--- config.mk ---
export PLATFORM = sky130hd
export DESIGN_NAME = sgi_dispatch
export DESIGN_NICKNAME = d
export VERILOG_FILES = /design/src/rtl/sgi_disp_pkg.sv /design/src/rtl/sgi_target_decode.sv /design/src/rtl/sgi_source_store.sv /design/src/rtl/sgi_deliver_fsm.sv /design/src/rtl/sgi_dispatch.sv
export SDC_FILE = /design/constraint.sdc
export NUM_CORES = 2
export LEC_CHECK = 0
export BUFFER_PORTS_ARGS = -buffer_cell sky130_fd_sc_hd__buf_2
export CORE_MARGIN = 1.5
export CORE_UTILIZATION = 50
export CTS_CLUSTER_DIAMETER = 100
export DETAILED_ROUTE_END_ITERATION = 8
export PLACE_DENSITY = 0.65
export SLEW_MARGIN = 20
export SYNTH_ARGS = -nofsm -noshare
export SYNTH_HDL_FRONTEND = slang
export SYNTH_SLANG_ARGS = --single-unit
--- constraint.sdc ---
create_clock -name clk -period 10.1 [get_ports clk]
set_clock_uncertainty 0.15 [all_clocks]
set_input_delay 0.505 -clock clk [delete_from_list [all_inputs] [get_ports clk]]
set_output_delay 0.505 -clock clk [all_outputs]
set_load 0.005 [all_outputs]
--- src/rtl/sgi_disp_pkg.sv ---
package sgi_disp_pkg;
    localparam int ID_LSB    = 0;
    localparam int ID_BITS   = 4;
    localparam int LIST_LSB  = 16;
    localparam int LIST_BITS = 8;
    localparam int MODE_LSB  = 24;

    typedef enum logic [1:0] {
        FLT_LIST   = 2'd0,
        FLT_OTHERS = 2'd1,
        FLT_SELF   = 2'd2,
        FLT_RSVD   = 2'd3
    } filt_e;

    typedef enum logic [1:0] {
        DS_IDLE,
        DS_SCAN,
        DS_OFFER,
        DS_DONE
    } dstate_e;
endpackage

--- src/rtl/sgi_target_decode.sv ---
module sgi_target_decode
    import sgi_disp_pkg::*;
#(
    parameter int NUM_CPUS = 8,
    localparam int CPU_W = (NUM_CPUS > 1) ? $clog2(NUM_CPUS) : 1,
    localparam int CNT_W = CPU_W + 1
) (
    input  logic                 wr,
    input  logic [31:0]          wdata,
    input  logic [CPU_W-1:0]     req_cpu,
    input  logic [CNT_W-1:0]     online_cnt,
    output logic                 fire,
    output logic [ID_BITS-1:0]   sgi_id,
    output logic [NUM_CPUS-1:0]  targets
);
    logic [LIST_BITS-1:0] list_full;
    logic [NUM_CPUS-1:0]  online_m;
    logic [NUM_CPUS-1:0]  self_m;
    filt_e                mode;
    logic                 unused_bits;

    assign list_full   = wdata[LIST_LSB +: LIST_BITS];
    assign sgi_id      = wdata[ID_LSB +: ID_BITS];
    assign mode        = filt_e'(wdata[MODE_LSB +: 2]);
    assign self_m      = NUM_CPUS'(1) << req_cpu;
    assign unused_bits = ^{wdata[31:26], wdata[15:4], list_full};

    generate
        for (genvar i = 0; i < NUM_CPUS; i++) begin : g_online
            assign online_m[i] = (CNT_W'(i) < online_cnt);
        end
    endgenerate

    always_comb begin
        unique case (mode)
            FLT_LIST:   targets = list_full[NUM_CPUS-1:0];
            FLT_OTHERS: targets = online_m & ~self_m;
            FLT_SELF:   targets = self_m;
            FLT_RSVD:   targets = '0;
        endcase
        fire = wr && (|targets);
    end
endmodule

--- src/rtl/sgi_source_store.sv ---
module sgi_source_store #(
    parameter int NUM_CPUS = 8,
    parameter int NUM_SGI  = 16,
    localparam int CPU_W = (NUM_CPUS > 1) ? $clog2(NUM_CPUS) : 1,
    localparam int SGI_W = $clog2(NUM_SGI),
    localparam int ROW_N = NUM_SGI * NUM_CPUS,
    localparam int ALL_N = NUM_CPUS * ROW_N
) (
    input  logic                        clk,
    input  logic                        rst_n,
    input  logic                        set_en,
    input  logic [NUM_CPUS-1:0]         set_tgt,
    input  logic [SGI_W-1:0]            set_sgi,
    input  logic [CPU_W-1:0]            set_src,
    input  logic                        clr_en,
    input  logic [CPU_W-1:0]            clr_cpu,
    input  logic [SGI_W-1:0]            clr_sgi,
    input  logic [CPU_W-1:0]            clr_src,
    input  logic [CPU_W-1:0]            row_cpu,
    output logic [ROW_N-1:0]            row,
    output logic [NUM_CPUS*NUM_SGI-1:0] pend,
    output logic [ALL_N-1:0]            mask_flat
);
    logic [NUM_CPUS-1:0] mask_q [NUM_CPUS][NUM_SGI];
    logic [NUM_CPUS-1:0] set_m  [NUM_CPUS][NUM_SGI];
    logic [NUM_CPUS-1:0] clr_m  [NUM_CPUS][NUM_SGI];
    logic [NUM_CPUS-1:0] set_oh;
    logic [NUM_CPUS-1:0] clr_oh;

    assign set_oh = NUM_CPUS'(1) << set_src;
    assign clr_oh = NUM_CPUS'(1) << clr_src;

    always_comb begin
        for (int t = 0; t < NUM_CPUS; t++) begin
            for (int s = 0; s < NUM_SGI; s++) begin
                set_m[t][s] = (set_en && set_tgt[t] && (set_sgi == SGI_W'(s)))
                              ? set_oh : '0;
                clr_m[t][s] = (clr_en && (clr_cpu == CPU_W'(t)) && (clr_sgi == SGI_W'(s)))
                              ? clr_oh : '0;
            end
        end
    end

    // A set in the same cycle as a clear wins (new request after delivery).
    always_ff @(posedge clk or negedge rst_n) begin
        if (!rst_n) begin
            for (int t = 0; t < NUM_CPUS; t++)
                for (int s = 0; s < NUM_SGI; s++)
                    mask_q[t][s] <= '0;
        end else begin
            for (int t = 0; t < NUM_CPUS; t++)
                for (int s = 0; s < NUM_SGI; s++)
                    mask_q[t][s] <= (mask_q[t][s] & ~clr_m[t][s]) | set_m[t][s];
        end
    end

    generate
        for (genvar t = 0; t < NUM_CPUS; t++) begin : g_cpu
            for (genvar s = 0; s < NUM_SGI; s++) begin : g_sgi
                assign pend[t*NUM_SGI+s] = |mask_q[t][s];
                assign mask_flat[(t*NUM_SGI+s)*NUM_CPUS +: NUM_CPUS] = mask_q[t][s];
            end
        end
        for (genvar s = 0; s < NUM_SGI; s++) begin : g_row
            assign row[s*NUM_CPUS +: NUM_CPUS] = mask_q[row_cpu][s];
        end
    endgenerate
endmodule

--- src/rtl/sgi_deliver_fsm.sv ---
module sgi_deliver_fsm
    import sgi_disp_pkg::*;
#(
    parameter int NUM_CPUS = 8,
    parameter int NUM_SGI  = 16,
    localparam int CPU_W = (NUM_CPUS > 1) ? $clog2(NUM_CPUS) : 1,
    localparam int SGI_W = $clog2(NUM_SGI),
    localparam int ROW_N = NUM_SGI * NUM_CPUS,
    localparam int IDX_W = $clog2(ROW_N),
    localparam int CUR_W = IDX_W + 1
) (
    input  logic             clk,
    input  logic             rst_n,
    input  logic             dlv_req,
    input  logic [CPU_W-1:0] dlv_cpu,
    input  logic [ROW_N-1:0] row,
    input  logic             accept,
    input  logic             refuse,
    output logic [CPU_W-1:0] cpu_sel,
    output logic             offer_valid,
    output logic [SGI_W-1:0] offer_sgi,
    output logic [CPU_W-1:0] offer_src,
    output logic             clr_en,
    output logic             done
);
    dstate_e          state_q, state_d;
    logic [CPU_W-1:0] cpu_q, cpu_d;
    logic [CUR_W-1:0] cursor_q, cursor_d;
    logic [IDX_W-1:0] cur_q, cur_d;
    logic             hit;
    logic [IDX_W-1:0] hit_idx;

    // Lowest set pair at or above the cursor.
    always_comb begin
        hit     = 1'b0;
        hit_idx = '0;
        for (int i = ROW_N - 1; i >= 0; i--) begin
            if (row[i] && (CUR_W'(i) >= cursor_q)) begin
                hit     = 1'b1;
                hit_idx = IDX_W'(i);
            end
        end
    end

    always_comb begin
        state_d  = state_q;
        cpu_d    = cpu_q;
        cursor_d = cursor_q;
        cur_d    = cur_q;
        unique case (state_q)
            DS_IDLE: begin
                if (dlv_req) begin
                    state_d  = DS_SCAN;
                    cpu_d    = dlv_cpu;
                    cursor_d = '0;
                end
            end
            DS_SCAN: begin
                if (hit) begin
                    state_d = DS_OFFER;
                    cur_d   = hit_idx;
                end else begin
                    state_d = DS_DONE;
                end
            end
            DS_OFFER: begin
                if (accept || refuse) begin
                    state_d  = DS_SCAN;
                    cursor_d = CUR_W'(cur_q) + CUR_W'(1);
                end
            end
            DS_DONE: state_d = DS_IDLE;
        endcase
    end

    always_ff @(posedge clk or negedge rst_n) begin
        if (!rst_n) begin
            state_q  <= DS_IDLE;
            cpu_q    <= '0;
            cursor_q <= '0;
            cur_q    <= '0;
        end else begin
            state_q  <= state_d;
            cpu_q    <= cpu_d;
            cursor_q <= cursor_d;
            cur_q    <= cur_d;
        end
    end

    always_comb begin
        cpu_sel     = cpu_q;
        offer_valid = (state_q == DS_OFFER);
        offer_sgi   = cur_q[IDX_W-1:CPU_W];
        offer_src   = cur_q[CPU_W-1:0];
        clr_en      = (state_q == DS_OFFER) && accept;
        done        = (state_q == DS_DONE);
    end
endmodule

--- src/rtl/sgi_dispatch.sv ---
module sgi_dispatch
    import sgi_disp_pkg::*;
#(
    parameter int NUM_CPUS = 8,
    parameter int NUM_SGI  = 16,
    localparam int CPU_W = (NUM_CPUS > 1) ? $clog2(NUM_CPUS) : 1,
    localparam int SGI_W = $clog2(NUM_SGI),
    localparam int ROW_N = NUM_SGI * NUM_CPUS,
    localparam int ALL_N = NUM_CPUS * ROW_N
) (
    input  logic                        clk,
    input  logic                        rst_n,
    input  logic                        bus_wr,
    input  logic [31:0]                 bus_wdata,
    output logic [31:0]                 bus_rdata,
    input  logic [CPU_W-1:0]            req_cpu,
    input  logic [CPU_W:0]              online_cnt,
    input  logic                        dlv_req,
    input  logic [CPU_W-1:0]            dlv_cpu,
    output logic [NUM_CPUS*NUM_SGI-1:0] sgi_pending,
    output logic                        out_valid,
    output logic [CPU_W-1:0]            out_cpu,
    output logic [SGI_W-1:0]            out_sgi,
    output logic [CPU_W-1:0]            out_src,
    input  logic                        out_accept,
    input  logic                        out_refuse,
    output logic                        dlv_done
);
    logic                fire;
    logic [ID_BITS-1:0]  dec_id;
    logic [NUM_CPUS-1:0] dec_tgt;
    logic                clr_en;
    logic [ROW_N-1:0]    row;
    logic [ALL_N-1:0]    src_mask;
    logic [CPU_W-1:0]    cpu_sel;

    assign bus_rdata = '0;

    sgi_target_decode #(.NUM_CPUS(NUM_CPUS)) u_dec (
        .wr         (bus_wr),
        .wdata      (bus_wdata),
        .req_cpu    (req_cpu),
        .online_cnt (online_cnt),
        .fire       (fire),
        .sgi_id     (dec_id),
        .targets    (dec_tgt)
    );

    sgi_source_store #(.NUM_CPUS(NUM_CPUS), .NUM_SGI(NUM_SGI)) u_store (
        .clk       (clk),
        .rst_n     (rst_n),
        .set_en    (fire),
        .set_tgt   (dec_tgt),
        .set_sgi   (SGI_W'(dec_id)),
        .set_src   (req_cpu),
        .clr_en    (clr_en),
        .clr_cpu   (cpu_sel),
        .clr_sgi   (out_sgi),
        .clr_src   (out_src),
        .row_cpu   (cpu_sel),
        .row       (row),
        .pend      (sgi_pending),
        .mask_flat (src_mask)
    );

    sgi_deliver_fsm #(.NUM_CPUS(NUM_CPUS), .NUM_SGI(NUM_SGI)) u_fsm (
        .clk         (clk),
        .rst_n       (rst_n),
        .dlv_req     (dlv_req),
        .dlv_cpu     (dlv_cpu),
        .row         (row),
        .accept      (out_accept),
        .refuse      (out_refuse),
        .cpu_sel     (cpu_sel),
        .offer_valid (out_valid),
        .offer_sgi   (out_sgi),
        .offer_src   (out_src),
        .clr_en      (clr_en),
        .done        (dlv_done)
    );

    assign out_cpu = cpu_sel;
endmodule

==> summary.txt <==
Run status
  • Outcome: finished, final reports clean

Clocking
  • Clock slew at reported path FFs: 60 ps
  • Number of clock buffers inserted by TritonCTS: 111
  • Post-CTS resize count: 0
  • Clock latency of the later-clocked register in the worst-skew pair: 730 ps
  • Clk Tree Root Cell: clkbuf_16
  • Bufs on Longest Clock Path: 3
  • Clock tree from TritonCTS: done
  • Post-CTS setup buffer count: 0
  • Maximum level of the CTS H-tree: 3
  • Clock tree sinks: 1044

Synthesis
  • Yosys reg bits: 1044
  • Cell area after technology mapping: 53000 sq um
  • Top cells by area in the synthesized netlist: dfrtp_1, o21ai_0, mux4_2
  • Post-synth top area share: 0.493
  • Dominant register cell in the synthesized netlist: dfrtp_1
  • Synth warnings: 0
  • Sequential element share of the synthesized area: 0.493
  • Post-synth EDFFs: 0
  • Synthesized netlist cell count: 5390
  • Syn_area_per_cell: 9.84 sq um
  • Cell taking the most area after synthesis: dfrtp_1
  • Synth unique cells: 86
  • Async set or reset register ratio after synthesis: 1.00

Worst setup path
  • CP Buf/Inv Count: 1
  • Source of the worst register-to-register timing path: u_fsm.cpu_sel[1]
  • Highest-delay cell along the critical path: dfrtp_4
  • Worst path cell trace: buf_12 -> nand2_1 -> o221a_2 -> o221ai_1 -> nand3b_1 -> nor4_1 -> nor2b_1 -> nand4_1 -> nand2_2 -> mux2_2
  • Critical Path RT: 10560 ps
  • First element of the critical path: u_fsm.cpu_sel[1]
  • Critical Path Fanout Max: 114
  • Critical R2R Capture: u_fsm.cur_q[4]
  • Worst path arrival time: 5880 ps
  • Category of the most critical setup path: reg2reg
  • Endpoint kind of the worst setup timing path: flop
  • Highest cell delay on the worst timing path: 1040 ps
  • Number of cells on the worst reg-to-reg path: 10
  • Startpoint class of the critical path: flop
  • Kind of cell with the highest combined delay on the critical path: simple AND/OR/NAND/NOR gates
  • Worst reg2reg setup slack: 4680 ps

Global routing
  • Initial antenna violation count: 1
  • Number of global-route vias before repair: 46200
  • Grt total ovfl: 0
  • Pin count of the biggest net entering global routing: 156
  • Combined global-route utilization of all metal layers: 0.378
  • Wire length of the first global-routing pass: 307 mm

Die
  • Effective utilization at floorplan: 0.504
  • Height of the chip: 329 um
  • Horizontal die dimension: 329 um
  • Core ar.: 105000 sq um
  • Total number of placement rows: 119
  • Ports placed on the boundary: 220
  • DIE AREA: 108000 sq um

Min path
  • Worst hold-check path type: in2reg
  • Hold path depth: 3
  • End of the worst hold path: u_fsm.state_q[1]
  • Source of the worst hold timing path: out_refuse

STA
  • Final TNS setup: 0 ps
  • Setup-failing EPs final: 0
  • Setup repair after global routing missed its margin: no
  • Least-Margin Pin Slew: 1310 ps
  • Number of hold violations in the final report: 0
  • Peak Freq: 184 MHz
  • Portion of the clock cycle consumed by the worst path in the final layout: 0.537
  • Relative slew slack: 0.128
  • Final Slew Violations: 0
  • Time the final worst path needs with I/O delays and setup: 5420 ps

Place
  • Placer congestion estimate: 1.05
  • Detail Placement HPWL: 134 mm
  • Count of port buffers added during placement: 169
  • Cell Area, Placed: 54800 sq um

Run
  • Max_cap viols: 0

Power and ir drop
  • Worst IR drop on VDD: 214 uV
  • Power density over the cells: 260 nW/um^2
  • Leak Pwr: 24.9 nW

Finish
  • Most frequent cells in the layout: o21ai_0, dfrtp_1, nand2_1
  • Final std cell area, no fill: 58800 sq um
  • Nets@finish: 5437
  • Fill cell count: 9276
  • Most frequent standard cell in the layout excluding fill and tap cells: o21ai_0
  • Post-layout util: 0.558
  • Layout overhead on the synthesized area: 10.8%
  • Ratio of cells with drive above 1 in the final layout: 0.138

Routing
  • TritonRoute pass-1 iters: 9
  • Routed via count: 49100
  • Average wire length per cell after detail routing: 30.1 um
  • Detail Route Antenna Nets: 0
  • Via density: 7.15
  • Number of DRC violations after detailed-routing iteration 0: 6351
  • Aggregate routed wire length: 207 mm
  • Total DRC errors in the routed layout: 0
-- state kept, by name (all words and copies together) (netlist names) --
register and flops:
u_fsm.cursor_q 8, u_fsm.cpu_sel 3, u_store.mask_flat 1024, u_fsm.cur_q 7, u_fsm.state_q 2
-- per-stage QoR --
stage	std cells	power [mW]	setup WS (ps)	hold WS (ps)
2_1_floorplan	5421	8.57	6540	59.4
3_3_place_gp	6655	10.6	4920	318
3_5_place_dp	6655	10.7	4940	333
4_1_cts	6863	15.0	4920	8.00
5_1_grt	6863	15.7	4740	85.8
6_report	6870	15.3	4680	54.6
-- logic make-up after synthesis --
kind of cell | share of synthesized area
fa+ha+maj | 0.00142
compound gates | 0.239
buf+inv | 0.0371
xor+xnor | 0.000661
simple gates | 0.101
other cells | 0.0000707
mux | 0.128
flops | 0.493
-- worst max path at each step --
stage	endpoint	slack, ps	cells past startpoint
floorplan	u_fsm.cur_q[4]	6540	13
global placement	u_fsm.cur_q[4]	4920	11
detailed placement	u_fsm.cur_q[4]	4940	11
CTS	u_fsm.cur_q[4]	4920	11
global route	u_fsm.cur_q[4]	4740	11
finish	u_fsm.cur_q[4]	4680	10
-- timing repair --
action,4_1_cts,5_1_grt
hold endpoints to repair,109,0
setup endpoints to repair,0,0
hold buffers,6,0
-- where the power goes --
group | internal (mW) | total, mW | switching (mW)
logic | 1.98 | 5.88 | 3.90
clock network | 2.60 | 4.36 | 1.76
registers | 4.53 | 5.03 | 0.495
total | 9.11 | 15.3 | 6.15
-- Yosys cell counts, types with 14 or more instances --
master,instances
dfrtp_1,1044
a211oi_1,16
mux2_2,40
nand2b_1,26
nor4_1,269
o22ai_1,27
nand3_1,22
a22oi_1,25
or2_2,16
nand2_1,493
mux2i_1,152
buf_6,15
inv_1,17
a31oi_1,14
nor3_1,40
a21oi_1,74
nand4_1,16
mux4_2,212
or3_1,14
clkbuf_1,295
nor2_1,124
o21ai_0,2110
buf_1,19
buf_4,50
nor2b_1,14
buf_2,31
-- layout make-up --
type | instances | area [sq um] | area share
Clock inverter | 36 | 539 | 0.00918
Sequential cell | 1044 | 26100 | 0.445
Antenna cell | 7 | 17.5 | 0.000298
Multi-Input combinational cell | 3948 | 25300 | 0.430
Tap cell | 1391 | 1740 | 0.0296
Clock buffer | 166 | 3330 | 0.0567
Inverter | 18 | 72.6 | 0.00123
Timing Repair Buffer | 260 | 1640 | 0.0279
-- worst min-delay path, stage by stage --
cell	delay (ps)
buf_2	170
nor2_1	100
a21o_1	120
-- routing by layer --
layer,GRT usage,up-vias,part of all wire
met5,0,-,0
met4,0.209,0,0.062
met3,0.0979,638,0.12
met2,0.548,3446,0.43
met1,0.518,24800,0.38
li1,-,20200,-
Note: power is estimated with default switching activity, not from simulation.
